--- src/rtl/irq_route_pkg.sv ---
package irq_route_pkg;
  localparam int SEL_REGS       = 4;
  localparam int FIELD_W        = 4;
  localparam int FIELDS_PER_REG = 4;
  localparam int PIN_COUNT      = SEL_REGS * FIELDS_PER_REG;
  localparam int SEL_BITS       = FIELD_W * FIELDS_PER_REG;
  localparam int SEL_IDX_W      = $clog2(SEL_REGS);

  // word indices (byte offset / 4)
  localparam int WIDX_REMAP = 0;
  localparam int WIDX_MODE  = 1;
  localparam int WIDX_SEL0  = 2;
  localparam int WIDX_CMP   = 8;

  typedef enum logic [1:0] {
    RD_ZERO = 2'd0,
    RD_SEL  = 2'd1,
    RD_CMP  = 2'd2
  } rdSrc_e;

  typedef struct packed {
    logic [SEL_REGS-1:0]  selWr;
    logic                 cmpWr;
    rdSrc_e               rdSrc;
    logic [SEL_IDX_W-1:0] rdIdx;
  } ctlStrobe_t;
endpackage

--- src/rtl/irq_route_ctrl.sv ---
module irq_route_ctrl
  import irq_route_pkg::*;
#(
  parameter int ADDR_W = 10
) (
  input  logic              clk,
  input  logic              rstN,
  input  logic [ADDR_W-1:0] busAddr,
  input  logic              busWe,
  output ctlStrobe_t        strobe
);
  localparam int WIDX_W = ADDR_W - 2;

  logic [WIDX_W-1:0] wordIdx;
  logic              aligned;
  logic [SEL_REGS-1:0] selHit;
  logic              cmpHit;

  assign wordIdx = busAddr[ADDR_W-1:2];
  assign aligned = (busAddr[1:0] == 2'b00);
  assign cmpHit  = aligned && (wordIdx == WIDX_W'(WIDX_CMP));

  for (genvar k = 0; k < SEL_REGS; k++) begin : g_selDecode
    assign selHit[k] = aligned && (wordIdx == WIDX_W'(WIDX_SEL0 + k));
  end

  always_comb begin
    strobe       = '0;
    strobe.rdSrc = RD_ZERO;
    strobe.selWr = busWe ? selHit : '0;
    strobe.cmpWr = busWe && cmpHit;
    if (cmpHit) strobe.rdSrc = RD_CMP;
    for (int k = 0; k < SEL_REGS; k++) begin
      if (selHit[k]) begin
        strobe.rdSrc = RD_SEL;
        strobe.rdIdx = SEL_IDX_W'(k);
      end
    end
  end

  // at most one selector register is written per cycle
  p_sel_onehot_r2: assert property (@(posedge clk) disable iff (!rstN)
    $onehot0(strobe.selWr));

  // remap and mode words never produce a write strobe
  p_ro_ignore_r3: assert property (@(posedge clk) disable iff (!rstN)
    (busWe && (wordIdx == WIDX_W'(WIDX_REMAP) || wordIdx == WIDX_W'(WIDX_MODE)))
      |-> (strobe.selWr == '0 && !strobe.cmpWr));

  // a misaligned address never writes
  p_misaligned_r5: assert property (@(posedge clk) disable iff (!rstN)
    (busWe && busAddr[1:0] != 2'b00) |-> (strobe.selWr == '0 && !strobe.cmpWr));
endmodule

--- src/rtl/irq_route_dpath.sv ---
module irq_route_dpath
  import irq_route_pkg::*;
#(
  parameter int NUM_PORTS = 9,
  parameter int DATA_W    = 32
) (
  input  logic                           clk,
  input  logic                           rstN,
  input  ctlStrobe_t                     strobe,
  input  logic [DATA_W-1:0]              busWdata,
  output logic [DATA_W-1:0]              busRdata,
  input  logic [NUM_PORTS*PIN_COUNT-1:0] irqIn,
  output logic [PIN_COUNT-1:0]           irqOut
);
  localparam int IN_W = NUM_PORTS * PIN_COUNT;

  logic [SEL_BITS-1:0]  selReg [SEL_REGS];
  logic [DATA_W-1:0]    cmpReg;
  logic [IN_W-1:0]      prevIn;
  logic [PIN_COUNT-1:0] outReg;
  logic [PIN_COUNT-1:0] nextOut;

  // configuration registers
  for (genvar k = 0; k < SEL_REGS; k++) begin : g_selReg
    always_ff @(posedge clk or negedge rstN) begin
      if (!rstN)                selReg[k] <= '0;
      else if (strobe.selWr[k]) selReg[k] <= busWdata[SEL_BITS-1:0];
    end

    // selector keeps the low half of the written word
    p_sel_store_r2: assert property (@(posedge clk) disable iff (!rstN)
      strobe.selWr[k] |=> (selReg[k] == $past(busWdata[SEL_BITS-1:0])));
  end

  always_ff @(posedge clk or negedge rstN) begin
    if (!rstN)             cmpReg <= '0;
    else if (strobe.cmpWr) cmpReg <= busWdata;
  end

  // routing: forward a change of the selected input only
  for (genvar p = 0; p < PIN_COUNT; p++) begin : g_pin
    logic [FIELD_W-1:0] field;
    assign field = selReg[p / FIELDS_PER_REG][(p % FIELDS_PER_REG) * FIELD_W +: FIELD_W];

    always_comb begin
      nextOut[p] = outReg[p];
      for (int q = 0; q < NUM_PORTS; q++) begin
        if (field == FIELD_W'(q) && irqIn[q*PIN_COUNT + p] != prevIn[q*PIN_COUNT + p])
          nextOut[p] = irqIn[q*PIN_COUNT + p];
      end
    end
  end

  always_ff @(posedge clk or negedge rstN) begin
    if (!rstN) begin
      prevIn <= '0;
      outReg <= '0;
    end else begin
      prevIn <= irqIn;
      outReg <= nextOut;
    end
  end

  assign irqOut = outReg;

  always_comb begin
    unique case (strobe.rdSrc)
      RD_SEL:  busRdata = DATA_W'(selReg[strobe.rdIdx]);
      RD_CMP:  busRdata = cmpReg;
      default: busRdata = '0;
    endcase
  end

  // compensation word takes the full written value
  p_cmp_store_r4: assert property (@(posedge clk) disable iff (!rstN)
    strobe.cmpWr |=> (cmpReg == $past(busWdata)));

  // upper half of a selector read is zero
  p_sel_upper_zero_r2: assert property (@(posedge clk) disable iff (!rstN)
    (strobe.rdSrc == RD_SEL) |-> (busRdata[DATA_W-1:SEL_BITS] == '0));

  // with no input activity the outputs hold, whatever the selectors do
  p_hold_quiet_r8: assert property (@(posedge clk) disable iff (!rstN)
    ($past(rstN) && $stable(irqIn)) |=> $stable(irqOut));
endmodule

--- src/rtl/irq_source_router.sv ---
module irq_source_router
  import irq_route_pkg::*;
#(
  parameter int NUM_PORTS = 9,
  parameter int ADDR_W    = 10,
  parameter int DATA_W    = 32
) (
  input  logic                           clk,
  input  logic                           rstN,
  input  logic [ADDR_W-1:0]              busAddr,
  input  logic                           busWe,
  input  logic [DATA_W-1:0]              busWdata,
  output logic [DATA_W-1:0]              busRdata,
  input  logic [NUM_PORTS*PIN_COUNT-1:0] irqIn,
  output logic [PIN_COUNT-1:0]           irqOut
);
  ctlStrobe_t strobe;

  irq_route_ctrl #(.ADDR_W(ADDR_W)) u_ctrl (
    .clk     (clk),
    .rstN    (rstN),
    .busAddr (busAddr),
    .busWe   (busWe),
    .strobe  (strobe)
  );

  irq_route_dpath #(.NUM_PORTS(NUM_PORTS), .DATA_W(DATA_W)) u_dpath (
    .clk      (clk),
    .rstN     (rstN),
    .strobe   (strobe),
    .busWdata (busWdata),
    .busRdata (busRdata),
    .irqIn    (irqIn),
    .irqOut   (irqOut)
  );
endmodule

--- config.mk ---
export PLATFORM = sky130hd
export DESIGN_NAME = irq_source_router
export DESIGN_NICKNAME = d
export VERILOG_FILES = /design/src/rtl/irq_route_pkg.sv /design/src/rtl/irq_route_ctrl.sv /design/src/rtl/irq_route_dpath.sv /design/src/rtl/irq_source_router.sv
export SDC_FILE = /design/constraint.sdc
export NUM_CORES = 1
export LEC_CHECK = 0
export BUFFER_PORTS_ARGS = -buffer_cell sky130_fd_sc_hd__buf_2
export CAP_MARGIN = 20
export CORE_ASPECT_RATIO = 1.5
export CORE_UTILIZATION = 57
export DETAILED_ROUTE_END_ITERATION = 8
export PLACE_DENSITY = 0.77
export RECOVER_POWER = 100
export SLEW_MARGIN = 25
export SYNTH_ARGS = -nofsm -noshare
export SYNTH_HDL_FRONTEND = slang
export SYNTH_SLANG_ARGS = --single-unit
export TNS_END_PERCENT = 1
--- constraint.sdc ---
create_clock -name clk -period 5.68 [get_ports clk]
set_clock_uncertainty 0.2 [all_clocks]
set_input_delay 1.136 -clock clk [delete_from_list [all_inputs] [get_ports clk]]
set_output_delay 1.136 -clock clk [all_outputs]
set_load 0.05 [all_outputs]
* After elaboration in Yosys (flattened, before gate mapping)
Index checks and enable logic that the tools add are counted.
** Storage, ports and cells
- Register bits :: 256
- Input port bits :: 189
- Output and inout bits :: 48
- Logic and storage cells :: 640
** Operators by class
- Order comparisons :: 1
- Equal/unequal tests :: 279
- Multiplexer cells :: 154
- Bitwise gates (word level) :: 1
- Reductions and logical operators :: 183
** Operators by type and width (count)
- == test 4 x 3 -> 1 bit (second input constant) :: 64
- logical AND 1 bit :: 150
- 2-to-1 mux 1 bit :: 144
- != test 1 bit :: 144
- nonzero test 9 bit :: 16
- == test 4 x 2 -> 1 bit (second input constant) :: 32
- == test 4 x 1 -> 1 bit (second input constant) :: 16
- == test 4 bit (second input constant) :: 16
- zero test 4 bit :: 16
- one-hot mux 32 bit (2 select lines) :: 1
- binary-select mux 16 bit (select 2 bit) :: 1
- 2-to-1 mux 16 bit :: 2
- 2-to-1 mux 4 bit :: 5
- == test 8 x 2 -> 1 bit (second input constant) :: 2
- == test 8 x 3 -> 1 bit (second input constant) :: 2
- == test 8 x 4 -> 1 bit (second input constant) :: 1
- >= comparator 3 bit (second input constant) :: 1
- NOT 2 -> 3 bit :: 1
- == test 2 x 1 -> 1 bit (second input constant) :: 1
- == test 2 bit (second input constant) :: 1
- zero test 2 bit :: 1
- 2-to-1 mux 2 bit :: 1

* Longest topological paths before layout
- Word-level depth :: 12
- Depth in mapped cells :: 12
- Mapped depth without buffers :: 8

* Cells and area by module
From an unflattened synthesis, not the netlist that was laid out.
** Unflattened totals
- Cells, all modules :: 1318
- Area, all modules :: 14054.7 um^2
** Modules (own cells, without submodules)
- irq_route_dpath :: times used 1, cells each 1298, area each 13913.3 um^2, seq. area each 6406.1 um^2
- irq_route_ctrl :: times used 1, cells each 20, area each 141.4 um^2, seq. area each 0.0 um^2

* Worst setup path after synthesis
OpenSTA, ideal clock, no wires.
- Path type :: input -> output
- From :: in busAddr[7]
- To :: out busRdata[0]
- Arrival :: 4.510 ns
- Data required time :: 4.344 ns
- Path slack :: -0.166 ns
- Stages on the path :: 12
- Buffers on the path :: 4
- Cells stage by stage :: or4_4 nor4_4 buf_2 buf_1 nand2_1 inv_1 ha_1 nor2b_1 buf_1 clkbuf_1 nand2_1 o21ai_0
** Between the ends
- Longest elaborated chain between the ends :: 10
- Elaborated cells between the ends (all ways) :: 22
- Those cells by class :: eq/ne: 7; mux: 9; bitwise: 1; reduce/logical: 5
** RTL lines
- start: declaration :: RTL line irq_source_router.sv:10 : input logic [ADDR_W-1:0] busAddr,
- == test 8 x 2 -> 1 bit :: RTL line irq_route_ctrl.sv:24 : assign selHit[k] = aligned && (wordIdx == WIDX_W'(WIDX_SEL0 + k));
- logical AND 1 bit :: RTL line irq_route_ctrl.sv:24
- 2-to-1 mux 4 bit (2 in a row) :: RTL line irq_route_ctrl.sv:34 : if (selHit[k]) begin
- 2-to-1 mux 4 bit (*) :: RTL line irq_route_ctrl.sv:34
- NOT 2 -> 3 bit (implied by the code) :: RTL line irq_route_dpath.sv:68 : RD_SEL: busRdata = DATA_W'(selReg[strobe.rdIdx]);
- binary-select mux 16 bit (select 2 bit) :: RTL line irq_route_dpath.sv:68
- 2-to-1 mux 16 bit (implied by the code) (2 in a row) :: RTL line irq_route_dpath.sv:68
- one-hot mux 32 bit (2 select lines) (*) :: RTL line irq_route_dpath.sv:67 : unique case (strobe.rdSrc)
- end: declaration :: RTL line irq_source_router.sv:13 : output logic [DATA_W-1:0] busRdata,
Every way passes the cells marked *; elsewhere a longest branch is shown, timed or not. The select of a mux whose other input is x is not followed.

* Final worst setup path
- From :: in busAddr[4]
- To :: out busRdata[0]
The elaborated chain is that of the path after synthesis.

==> results.txt <==
----------------------------------------------------
[Global routing]
  Via count of the first global-routing pass ... roughly 12,000
  Remaining global-route overflow ... 0
  Maximum number of pins on one net before global-route repair ... 98
  Total global routing track utilization ... 0.281
  Global-route wire length before repair ... around 57,000 um
  Antenna violations before repair ... 3

[Pwr]
  Overall power ... slightly above 4 mW
  LEAKAGE ... about 6.7 nW
  Power per cell area ... between 200 and 300 mW/mm2
  Largest vdd supply drop ... ~0.26 mV

[Clock tree]
  Total clock buffers created by CTS ... 27
  CTS Hold Bufs ... 0
  Clock Path Buffers ... 3
  CTS sink count ... 256
  Total setup buffers inserted after CTS ... 0
  Buffer type at the clock tree root ... clkbuf_16
  CTS tree ... done
  Post_cts resized ... 0
  Clk_lat worst skew ... approximately 0.53 ns
  Clock slew at the register clock pins of the worst setup and hold paths ... roughly 0.060 ns
  H-tree level count ... 1

[Yosys]
  Share of synthesized area occupied by flip-flops and latches ... 0.459
  Synthesized-area fraction occupied by and/or/nand/nor cells ... 0.208
  Net count after synthesis ... between 1,500 and 2,000
  Arithmetic-cell share of the synthesized area counting full adders, half adders and majority gates ... 0.00179
  Mean instance size in the synthesized netlist ... 10.4 um2
  Number of synthesized flops with an enable pin ... 0
  Cell variety after synth ... 79
  XOR/XNOR Fraction of Synth Area ... 0.0678
  Combinational family with the most area after synthesis ... simple AND/OR/NAND/NOR gates
  Prevailing post-synth register cell ... dfrtp_1
  Post-synthesis mux area share ... 0.0812
  Syn. warnings ... 0
  Synth Instances ... 1,337
  Complex-gate fraction of the synthesized area ... 0.149
  Post-synthesis instance area ... about 0.014 mm2
  Async S/R FF share, synth ... 1.00
  Register bit total from synthesis ... 256

[Drt]
  Overall via count from detail_route ... ~11,000
  Detailed Route WL ... 35,000 um
  DRC viols ... 0
  Via density per instance ... ~6.1
  Count of TritonRoute iterations in the first routing pass ... 5
  Routed length per placed instance ... ~19 um
  Number of violations reported at the end of detailed-routing iteration 0 ... 520
  Post-route antenna net violation count ... 0

[Critical path]
  Data required time at the worst endpoint ... ~4.3 ns
  Kind of start point of the critical path ... input pin
  Reg2Reg Capture Point ... u_dpath.irqOut[6]
  Worst reg-to-reg setup slack ... roughly 3.1 ns
  Critical Path AT ... approximately 4 ns
  Category of the most critical setup path ... in -> out
  Sort of element at the end of the critical path ... primary output
  Peak fanout along the critical path ... 17
  Worst r2r path cells ... 6
  Worst reg2reg startpoint ... u_dpath.g_pin[6].field[0]

[Timing]
  # setup viols final ... 0
  Fin worst setup slack ... slightly above 0.4 ns
  RSZ-0062 raised after global routing ... false
  Final setup TNS ... 0 ns
  Final-layout worst hold slack ... roughly 0.29 ns
  Least-Margin Pin Slew ... ~2.6 ns
  Final worst-path cycle share ... 0.928
  Final hold violation count ... 0
  Shortest clock period the worst path allows after layout ... between 5 and 6 ns
  Number of pins exceeding their max-slew limit in the final report ... about 210
  Relative slew margins ... -0.731
  Highest achievable clock rate ... 190 MHz

[Placed design]
  Worst setup slack after placement ... 0.544 ns
  Routability congestion estimate from global placement ... 0.904
  Half-perimeter wire length after placement ... about 26,000 um
  Total of buffers placed on input and output ports ... between 200 and 250
  Placed Cells ... around 1,800
  Total cell area at the placement stage ... about 0.015 mm2

[Hold path]
  Hold endpoint ... u_dpath.irqOut[2]
  Cell depth of the worst hold path ... 2
  Worst hold start ... u_dpath.irqOut[2]
  Worst hold path type ... reg -> reg

[Finish]
  Cell area after layout ... 0.0159 mm2
  Layout area overhead ... 14.0%
  Final Instance Count excl. Fillers ... 1,883
  Fillcell total ... about 2,000
  # nets final ... around 1,700
  Share of final-layout standard cells stronger than drive strength 1 ... 0.138
  Post-layout util ... 0.668

[Run status]
  Run status ... finished with violations
  Violations in the final reports ... capacitance limit, slew limit

[Job]
  Reported max-cap violation count ... 4

[Floorplan]
  X dimension of the die ... roughly 130 um
  Placeable core area ... 0.0238 mm2
  Count of standard-cell rows ... 69
  Starting density of the core ... 0.586
  Area enclosed by the die boundary ... approximately 0.025 mm2
  # IOs ... 237
  Die outline height ... 194 um

----------------------------------------------------
## layout by cell type, fill, tap and decap left out, types with 20 or more instances in the layout
cell and n:
a21oi_1 43, a32o_1 21, buf_2 42, clkbuf_1 183, clkbuf_16 27, dfrtp_1 256, inv_1 47, mux2_1 22
mux2_2 74, nand2_1 51, nand2b_1 31, nand3_1 25, nand3b_1 44, nand4b_1 20, nor2_1 64, nor2b_1 30
nor3_1 20, nor3b_1 28, nor4b_1 29, o211ai_1 23, o21ai_0 83, xnor2_1 29, xor2_1 79
## registers in the layout (all words and copies together) (netlist names)
register,count
u_dpath.cmpReg,32
u_dpath.irqOut,16
u_dpath.prevIn,144
u_dpath.g_pin.field,64
## cell usage after synthesis (all sizes together) (18+ instances only)
cell type | number | area, um2
nor3b | 28 | 210
dfrtp | 256 | 6410
buf | 18 | 103
o211ai | 23 | 173
o21ai | 85 | 425
xnor2 | 29 | 254
xor2 | 79 | 692
mux2 | 96 | 1080
nand4b | 20 | 175
clkbuf | 53 | 199
nand3b | 44 | 343
a32o | 21 | 210
nor3 | 20 | 100
nor4b | 29 | 254
and2 | 19 | 119
nand3 | 25 | 125
inv | 47 | 176
a21oi | 43 | 215
a31oi | 18 | 113
nor2 | 64 | 240
nor2b | 30 | 188
nand2b | 31 | 194
nand2 | 51 | 191
## worst max-delay path by stage
| stage | start | end | slack [ns] | cells past startpoint |
|---|---|---|---|---|
| floorplan | busAddr[7] | busRdata[0] | 0.21 | 12 |
| global placement | busAddr[7] | busRdata[1] | 0.65 | 8 |
| detailed placement | busAddr[7] | busRdata[14] | 0.54 | 8 |
| CTS | busAddr[7] | busRdata[14] | 0.55 | 8 |
| global route | busAddr[4] | busRdata[0] | 0.18 | 9 |
| finish | busAddr[4] | busRdata[0] | 0.41 | 9 |
## final cells by class
| type | instances | area [um2] | share of cell area |
|---|---|---|---|
| multi-input cells | 963 | 7050 | 0.443 |
| flip-flops and latches | 256 | 6410 | 0.402 |
| repair buffers | 248 | 1030 | 0.0647 |
| clock buffers | 35 | 766 | 0.0481 |
| well taps | 319 | 399 | 0.0251 |
| inverters | 47 | 176 | 0.0111 |
| clock inverters | 13 | 92.6 | 0.00582 |
| diodes | 2 | 5.00 | 0.000314 |
## logic make-up after synthesis
| logic type | Yosys count |
|---|---|
| flip-flops | 256 |
| AO/OA/AOI/OAI | 304 |
| adder cells (fa/ha/maj) | 2 |
| AND/OR/NAND/NOR | 449 |
| buffers and inverters | 118 |
| multiplexers | 100 |
| XOR/XNOR | 108 |
## worst max-delay path, stage by stage
cell and delay, ns:
clkbuf_1 0.11, or4b_2 0.67, nor4_1 0.49, ha_1 0.57, nor2b_1 0.25, buf_4 0.20, nand2_1 0.06, o21ai_1 0.11
clkbuf_2 0.31
## per-layer routing
layer / track usage / wire length (um)
met3: 0.0461 / 1940
met5: 0 / 11
met1: 0.311 / 13100
met2: 0.514 / 18500
met4: 0.135 / 1480
## power by group
| part | switching, mW | internal, mW | total [mW] |
|---|---|---|---|
| sequential | 0.0674 | 1.90 | 1.97 |
| clock | 0.710 | 0.989 | 1.70 |
| combinational | 0.272 | 0.170 | 0.442 |
Note: power is estimated with default switching activity, not from simulation.
